--- src/rtl/lr_pkg.sv ---
// Shared constants for the four-line reader.
package lr_pkg;
    localparam int NTAP   = 4;  // lines served per pixel period
    localparam int SLOT_W = 2;  // width of the slot counter
endpackage

--- src/rtl/lr_slot_seq.sv ---
// Slot sequencer. On a pixel strobe it latches the four line bases and
// the pixel index. It then steps a 2-bit slot through taps 0..3 and
// presents each tap's word address in turn.
// Assumes strobes are at least NTAP cycles apart.
module lr_slot_seq
    import lr_pkg::*;
#(
    parameter int ADDR_W = 12,
    parameter int IDX_W  = 10,
    parameter int LANE_W = 2
) (
    input  logic                     clk,
    input  logic                     rst_n,
    input  logic                     pix_stb,
    input  logic [NTAP*ADDR_W-1:0]   line_base,
    input  logic [IDX_W-1:0]         pix_idx,
    output logic                     slot_act,
    output logic [SLOT_W-1:0]        slot,
    output logic [ADDR_W-1:0]        req_addr,
    output logic [LANE_W-1:0]        req_lane
);
    localparam int WIDX_W = IDX_W - LANE_W;

    logic [ADDR_W-1:0] base_q [NTAP];
    logic [WIDX_W-1:0] word_q;

    // Latch a request on the strobe, otherwise advance through the slots.
    always_ff @(posedge clk) begin
        if (!rst_n) begin
            slot_act <= 1'b0;
            slot     <= '0;
            word_q   <= '0;
            req_lane <= '0;
            for (int k = 0; k < NTAP; k++) base_q[k] <= '0;
        end else if (pix_stb) begin
            slot_act <= 1'b1;
            slot     <= '0;
            word_q   <= pix_idx[IDX_W-1:LANE_W];
            req_lane <= pix_idx[LANE_W-1:0];
            for (int k = 0; k < NTAP; k++) base_q[k] <= line_base[k*ADDR_W +: ADDR_W];
        end else if (slot_act) begin
            if (slot == SLOT_W'(NTAP-1)) slot_act <= 1'b0;
            slot <= slot + 1'b1;
        end
    end

    // Word address of the tap that owns the current slot.
    always_comb req_addr = base_q[slot] + ADDR_W'(word_q);
endmodule

--- src/rtl/lr_word_hold.sv ---
// Per-tap word holder. Each tap keeps the last word fetched for it,
// with that word's address. It issues a memory read only when the slot
// asks for a different word. Memory read latency is one cycle.
// Assumes memory is not rewritten under a held word.
module lr_word_hold
    import lr_pkg::*;
#(
    parameter int ADDR_W = 12,
    parameter int WORD_W = 32,
    parameter int LANE_W = 2
) (
    input  logic                     clk,
    input  logic                     rst_n,
    input  logic                     slot_act,
    input  logic [SLOT_W-1:0]        slot,
    input  logic [ADDR_W-1:0]        req_addr,
    input  logic [LANE_W-1:0]        req_lane,
    output logic                     mem_rd,
    output logic [ADDR_W-1:0]        mem_addr,
    input  logic [WORD_W-1:0]        mem_rdata,
    output logic [NTAP*WORD_W-1:0]   words,
    output logic                     done,
    output logic [LANE_W-1:0]        done_lane
);
    logic [ADDR_W-1:0] held_addr [NTAP];
    logic [WORD_W-1:0] held_word [NTAP];
    logic [NTAP-1:0]   held_ok;
    logic              fetch_d, act_d;
    logic [SLOT_W-1:0] slot_d;
    logic [LANE_W-1:0] lane_d;

    // Read only when this tap's held word is missing or stale.
    always_comb begin
        mem_rd   = slot_act && (!held_ok[slot] || held_addr[slot] != req_addr);
        mem_addr = req_addr;
    end

    // Track the fetched addresses, store returning data and flag slot 3.
    always_ff @(posedge clk) begin
        if (!rst_n) begin
            held_ok   <= '0;
            fetch_d   <= 1'b0;
            act_d     <= 1'b0;
            slot_d    <= '0;
            lane_d    <= '0;
            done      <= 1'b0;
            done_lane <= '0;
            for (int k = 0; k < NTAP; k++) begin
                held_addr[k] <= '0;
                held_word[k] <= '0;
            end
        end else begin
            fetch_d   <= mem_rd;
            act_d     <= slot_act;
            slot_d    <= slot;
            lane_d    <= req_lane;
            done      <= act_d && (slot_d == SLOT_W'(NTAP-1));
            done_lane <= lane_d;
            if (mem_rd) begin
                held_addr[slot] <= req_addr;
                held_ok[slot]   <= 1'b1;
            end
            if (fetch_d) held_word[slot_d] <= mem_rdata;
        end
    end

    generate
        for (genvar k = 0; k < NTAP; k++) begin : g_words
            assign words[k*WORD_W +: WORD_W] = held_word[k];
        end
    endgenerate
endmodule

--- src/rtl/lr_unpack.sv ---
// Output aligner. When all four slots are complete, it selects the same
// pixel lane from each held word and registers the four pixels together.
// Lane 0 is the least-significant pixel.
module lr_unpack
    import lr_pkg::*;
#(
    parameter int PIX_W  = 8,
    parameter int PPW    = 4,
    parameter int LANE_W = 2
) (
    input  logic                        clk,
    input  logic                        rst_n,
    input  logic                        done,
    input  logic [LANE_W-1:0]           done_lane,
    input  logic [NTAP*PIX_W*PPW-1:0]   words,
    output logic [NTAP*PIX_W-1:0]       tap_pix,
    output logic                        tap_valid
);
    localparam int WORD_W = PIX_W * PPW;

    logic [NTAP*PIX_W-1:0] sel;

    generate
        for (genvar k = 0; k < NTAP; k++) begin : g_sel
            assign sel[k*PIX_W +: PIX_W] =
                words[k*WORD_W + int'(done_lane)*PIX_W +: PIX_W];
        end
    endgenerate

    // Update all taps at once and pulse the valid flag.
    always_ff @(posedge clk) begin
        if (!rst_n) begin
            tap_pix   <= '0;
            tap_valid <= 1'b0;
        end else begin
            tap_valid <= done;
            if (done) tap_pix <= sel;
        end
    end
endmodule

--- src/rtl/blockram_line_reader.sv ---
// Top level. It serves four line readers from one synchronous-read memory
// port by giving each line one slot of a four-cycle rotation. Words hold
// PPW pixels. The result follows the strobe by six cycles.
// Assumes PPW is a power of two, at least 2.
module blockram_line_reader
    import lr_pkg::*;
#(
    parameter int PIX_W  = 8,
    parameter int PPW    = 4,
    parameter int ADDR_W = 12,
    parameter int IDX_W  = 10
) (
    input  logic                     clk,
    input  logic                     rst_n,
    input  logic                     pix_stb,
    input  logic [NTAP*ADDR_W-1:0]   line_base,
    input  logic [IDX_W-1:0]         pix_idx,
    output logic                     mem_rd,
    output logic [ADDR_W-1:0]        mem_addr,
    input  logic [PIX_W*PPW-1:0]     mem_rdata,
    output logic [NTAP*PIX_W-1:0]    tap_pix,
    output logic                     tap_valid
);
    localparam int WORD_W = PIX_W * PPW;
    localparam int LANE_W = $clog2(PPW);

    logic                    slot_act;
    logic [SLOT_W-1:0]       slot;
    logic [ADDR_W-1:0]       req_addr;
    logic [LANE_W-1:0]       req_lane;
    logic [NTAP*WORD_W-1:0]  words;
    logic                    done;
    logic [LANE_W-1:0]       done_lane;

    lr_slot_seq #(.ADDR_W(ADDR_W), .IDX_W(IDX_W), .LANE_W(LANE_W)) u_seq (
        .clk(clk), .rst_n(rst_n), .pix_stb(pix_stb), .line_base(line_base),
        .pix_idx(pix_idx), .slot_act(slot_act), .slot(slot),
        .req_addr(req_addr), .req_lane(req_lane)
    );

    lr_word_hold #(.ADDR_W(ADDR_W), .WORD_W(WORD_W), .LANE_W(LANE_W)) u_hold (
        .clk(clk), .rst_n(rst_n), .slot_act(slot_act), .slot(slot),
        .req_addr(req_addr), .req_lane(req_lane), .mem_rd(mem_rd),
        .mem_addr(mem_addr), .mem_rdata(mem_rdata), .words(words),
        .done(done), .done_lane(done_lane)
    );

    lr_unpack #(.PIX_W(PIX_W), .PPW(PPW), .LANE_W(LANE_W)) u_unpack (
        .clk(clk), .rst_n(rst_n), .done(done), .done_lane(done_lane),
        .words(words), .tap_pix(tap_pix), .tap_valid(tap_valid)
    );
endmodule

--- config.mk ---
export PLATFORM = sky130hd
export DESIGN_NAME = blockram_line_reader
export DESIGN_NICKNAME = d
export VERILOG_FILES = /design/src/rtl/lr_pkg.sv /design/src/rtl/lr_slot_seq.sv /design/src/rtl/lr_word_hold.sv /design/src/rtl/lr_unpack.sv /design/src/rtl/blockram_line_reader.sv
export SDC_FILE = /design/constraint.sdc
export NUM_CORES = 1
export LEC_CHECK = 0
export ABC_AREA = 1
export BUFFER_PORTS_ARGS = -buffer_cell sky130_fd_sc_hd__buf_2
export CORE_AREA = 2 2 211 213
export CTS_BUF_LIST = sky130_fd_sc_hd__clkbuf_16
export DETAILED_ROUTE_END_ITERATION = 8
export DIE_AREA = 0 0 213 215
export PLACE_DENSITY = 0.55
export SLEW_MARGIN = 20
export SYNTH_ARGS = -nofsm -noshare
export SYNTH_HDL_FRONTEND = slang
export SYNTH_HIERARCHICAL = 1
export SYNTH_SLANG_ARGS = --single-unit
--- constraint.sdc ---
create_clock -name clk -period 3.67 [get_ports clk]
set_input_delay 0.367 -clock clk [delete_from_list [all_inputs] [get_ports clk]]
set_output_delay 0.367 -clock clk [all_outputs]
set_load 0.01 [all_outputs]
==> impl_results.md <==
* Worst Hold Slack at about 110 ps
* Final slew viol count at 0
* WP buf/inv at 4
* Cell Pwr Density at a little under 500 nW/um2
* Final ANT Viol Nets at 0
* Crit path cell chain: buf_12 -> inv_8 -> o21ai_1 -> o22ai_1 -> ha_1 -> a21oi_1 -> nand2_4 -> a21oi_4 -> xnor2_4 -> inv_1 -> nand3_1 -> nand2_2 -> nand3_2 -> nor2_4 -> a21boi_2 -> buf_2
* CTS tree: done
* CTS Root Cell: clkbuf_16
* Area leader, netlist: edfxtp_1
* Initial antenna violation count at 0
* Final setup margin at approximately 26 ps
* Final #Nets at between 1.5k and 2k
* I/O pins at roughly 140
* Layout area overhead at 21.2%
* Share of cells above drive strength 1 at 0.206
* Sink Count at between 200 and 300
* Die Height at ~220 um
* Post-synth EDFFs at 224
* Dpl ws at 138 ps
* Fmax at 274 MHz
* Via/cell ratio at roughly 4.5
* Htree depth at 2
* First-pass GRT wire length at 52.6 mm
* Gpl congestion at 0.864
* GRT Residual Overflow at 0
* Fin Clk Skew at about 19 ps
* RSZ-0062 raised after global routing: true
* Worst Path Required at about 3300 ps
* Mean area per synthesized cell at a little over 9 um2
* Cell Area, Synth at approximately 13000 um2
* Synth Register Bits at around 290
* Slew headroom at 0.342
* Sequential fraction of the synthesis area at 0.618
* DRT Wirelength at between 30 and 40 mm
* Placed inst area at approximately 14000 um2
* Largest cells by area after synthesis: edfxtp_1 52%, nand2_1 11%, dfxtp_1 9.5%
* Detailed-route via count at roughly 9.6k
* Hold_buf cts at 0
* Synth Warn # at 6
* GRT Util Overall at 0.149
* Most frequent cell after synthesis: nand2_1
* Syn_nets at approximately 1.5k
* CTS buffer count at 34
* Util after Layout at 0.358
* Clk buf depth at 3
* Slew @ Worst Pin at roughly 990 ps
* FP Rows at 77
* Share of the synthesized area in the top cell type at 0.523
* ANT cells at 0
* Arr. time, crit path at around 3300 ps
* WL/cell at approximately 16 um
* Max stage delay on crit path at 400 ps
* CP max-delay cell: dfxtp_4
* Initial core utilization at 0.295
* CP Max Fanout at 11
* Number of global-route vias before repair at 9382
* Main synth FF type: edfxtp_1
* Worst hold path class: in2reg
* Final Cell Area at between 15000 and 20000 um2
* Netlist cell types at 38
* Final Hold Fails at 0
* Ys async rst share at 0
* Max-cap viol count at 0
* CTS clk-pin slew, worst paths at 60 ps
* LEAKAGE at 0.00695 uW
* Crit Path Category: reg2out
* Largest net degree at the start of global routing at 66
* Crit start category: flop
* CP top delay family: compound AO/OA/AOI/OAI gates
* Outcome: completed
* PortBufs at between 100 and 150
* # DRC at 0
* Die Width at around 210 um
* Fin crit period at approximately 3600 ps
* Post-synth top cells: 370 x nand2_1, 224 x edfxtp_1, 217 x nor2_1
* Detailed Place HPWL at about 23 mm
* VDD IR max at 0.232 mV
* Final setup violation count at 0
* Core region area at approximately 44000 um2
* Final worst path period share at 0.993
* Clk_lat worst skew at around 530 ps
* Syn Inst Count at between 1k and 1.5k
* 1st-iter DRT viols at ~700
* Full die area at ~46000 um2
* Drt pass-1 iters at 5
* CP endpoint kind: output port
-- timing repair --
item / 4_1_cts / 5_1_grt
gates cloned: 1 / 1
resized for setup: 19 / 58
pin swaps: 7 / 35
setup endpoints to repair: 1 / 13
buffers inserted: 1 / 11
-- power breakdown --
part	internal [uW]	leakage, uW	switching, uW	total [uW]
sequential	3650	0.00284	54.8	3700
combinational	307	0.00357	561	868
clock	1830	0.000544	1300	3130
-- cell type report --
class                   count  area [um2]
clock inverters            28         189
clock buffers              34         851
repair buffers            192        1190
multi-input cells         876        4150
inverters                 138         531
well taps                 592         741
fillers                  4460       28000
flip-flops and latches    285        7960
-- per-layer routing --
layer	routed length, um	up-vias	track usage	share of wire
li1	-	4770	-	-
met1	14800	4493	0.191	0.43
met2	16500	297	0.249	0.48
met3	2200	69	0.0329	0.064
met4	975	0	0.0459	0.028
met5	0	-	0	0
-- path summary, 6_finish.rpt --
kind | from | slack, ps | cells past startpoint | end
worst max-delay path | flop | 30 | 16 | mem_rd
worst min-delay path | pix_idx[3] | 110 | 3 | u_seq/word_q[1]$_SDFFE_PN0P_
worst max register to register | flop | 230 | 22 | u_hold/held_addr[1][6]$_SDFFCE_PN0P_
worst min register to register | u_hold/lane_d[0]$_SDFF_PN0_ | 420 | 2 | u_hold/done_lane[0]$_SDFF_PN0_
-- flip-flops by register name, indices dropped and copies added, names as in the netlist, named ones only --
name,flops
u_hold/done_lane,2
u_seq/slot_act,1
u_seq/base_q,48
u_hold/fetch_d,1
u_unpack/tap_valid,1
u_hold/held_ok,4
u_hold/done,1
u_hold/held_word,128
u_unpack/tap_pix,32
u_hold/lane_d,2
u_hold/act_d,1
u_seq/slot,2
u_seq/word_q,8
u_hold/slot_d,2
u_hold/held_addr,48
u_seq/req_lane,2
-- tightest hold or removal path: stages --
cell and delay [ps]:
buf_2 100, nand2_1 60, a21oi_1 60
-- kinds of logic after synthesis --
group,synth area share
muxes,0.000778
adders and majority gates,0.0103
and+or+nand+nor,0.239
buffers and inverters,0.0801
xor gates and xnor gates,0.00545
DFF,0.618
AOI/OAI and AO/OA,0.0473
-- per-stage QoR --
step / total power (uW) / std cells / setup TNS [ps]
after floorplan: 4240 / 1382 / 0
after global placement: 4530 / 2069 / 0
after detailed placement: 4540 / 2069 / 0
after CTS: 7710 / 2133 / 0
after global routing: 8000 / 2145 / -129
final: 7700 / 2145 / 0
-- cell usage in the layout (no fill, tap or decap), types with 7 or more instances in the layout --
cell       netlist  routed
buf_2           22     138
nor3_1          37      37
edfxtp_1       224     224
o21ai_0         53      42
a21oi_1         47      44
nor2_1         217     212
nand2_2          7      20
nand3_2          3       9
nand2_4          6       9
clkinv_1         2      10
nand2_1        370     354
inv_1          132     140
buf_4           18      47
nand3_1         96      88
nor2_2           3       7
dfxtp_1         61      57
clkbuf_16        0      35
No activity file was read; power rests on OpenSTA's default activity.
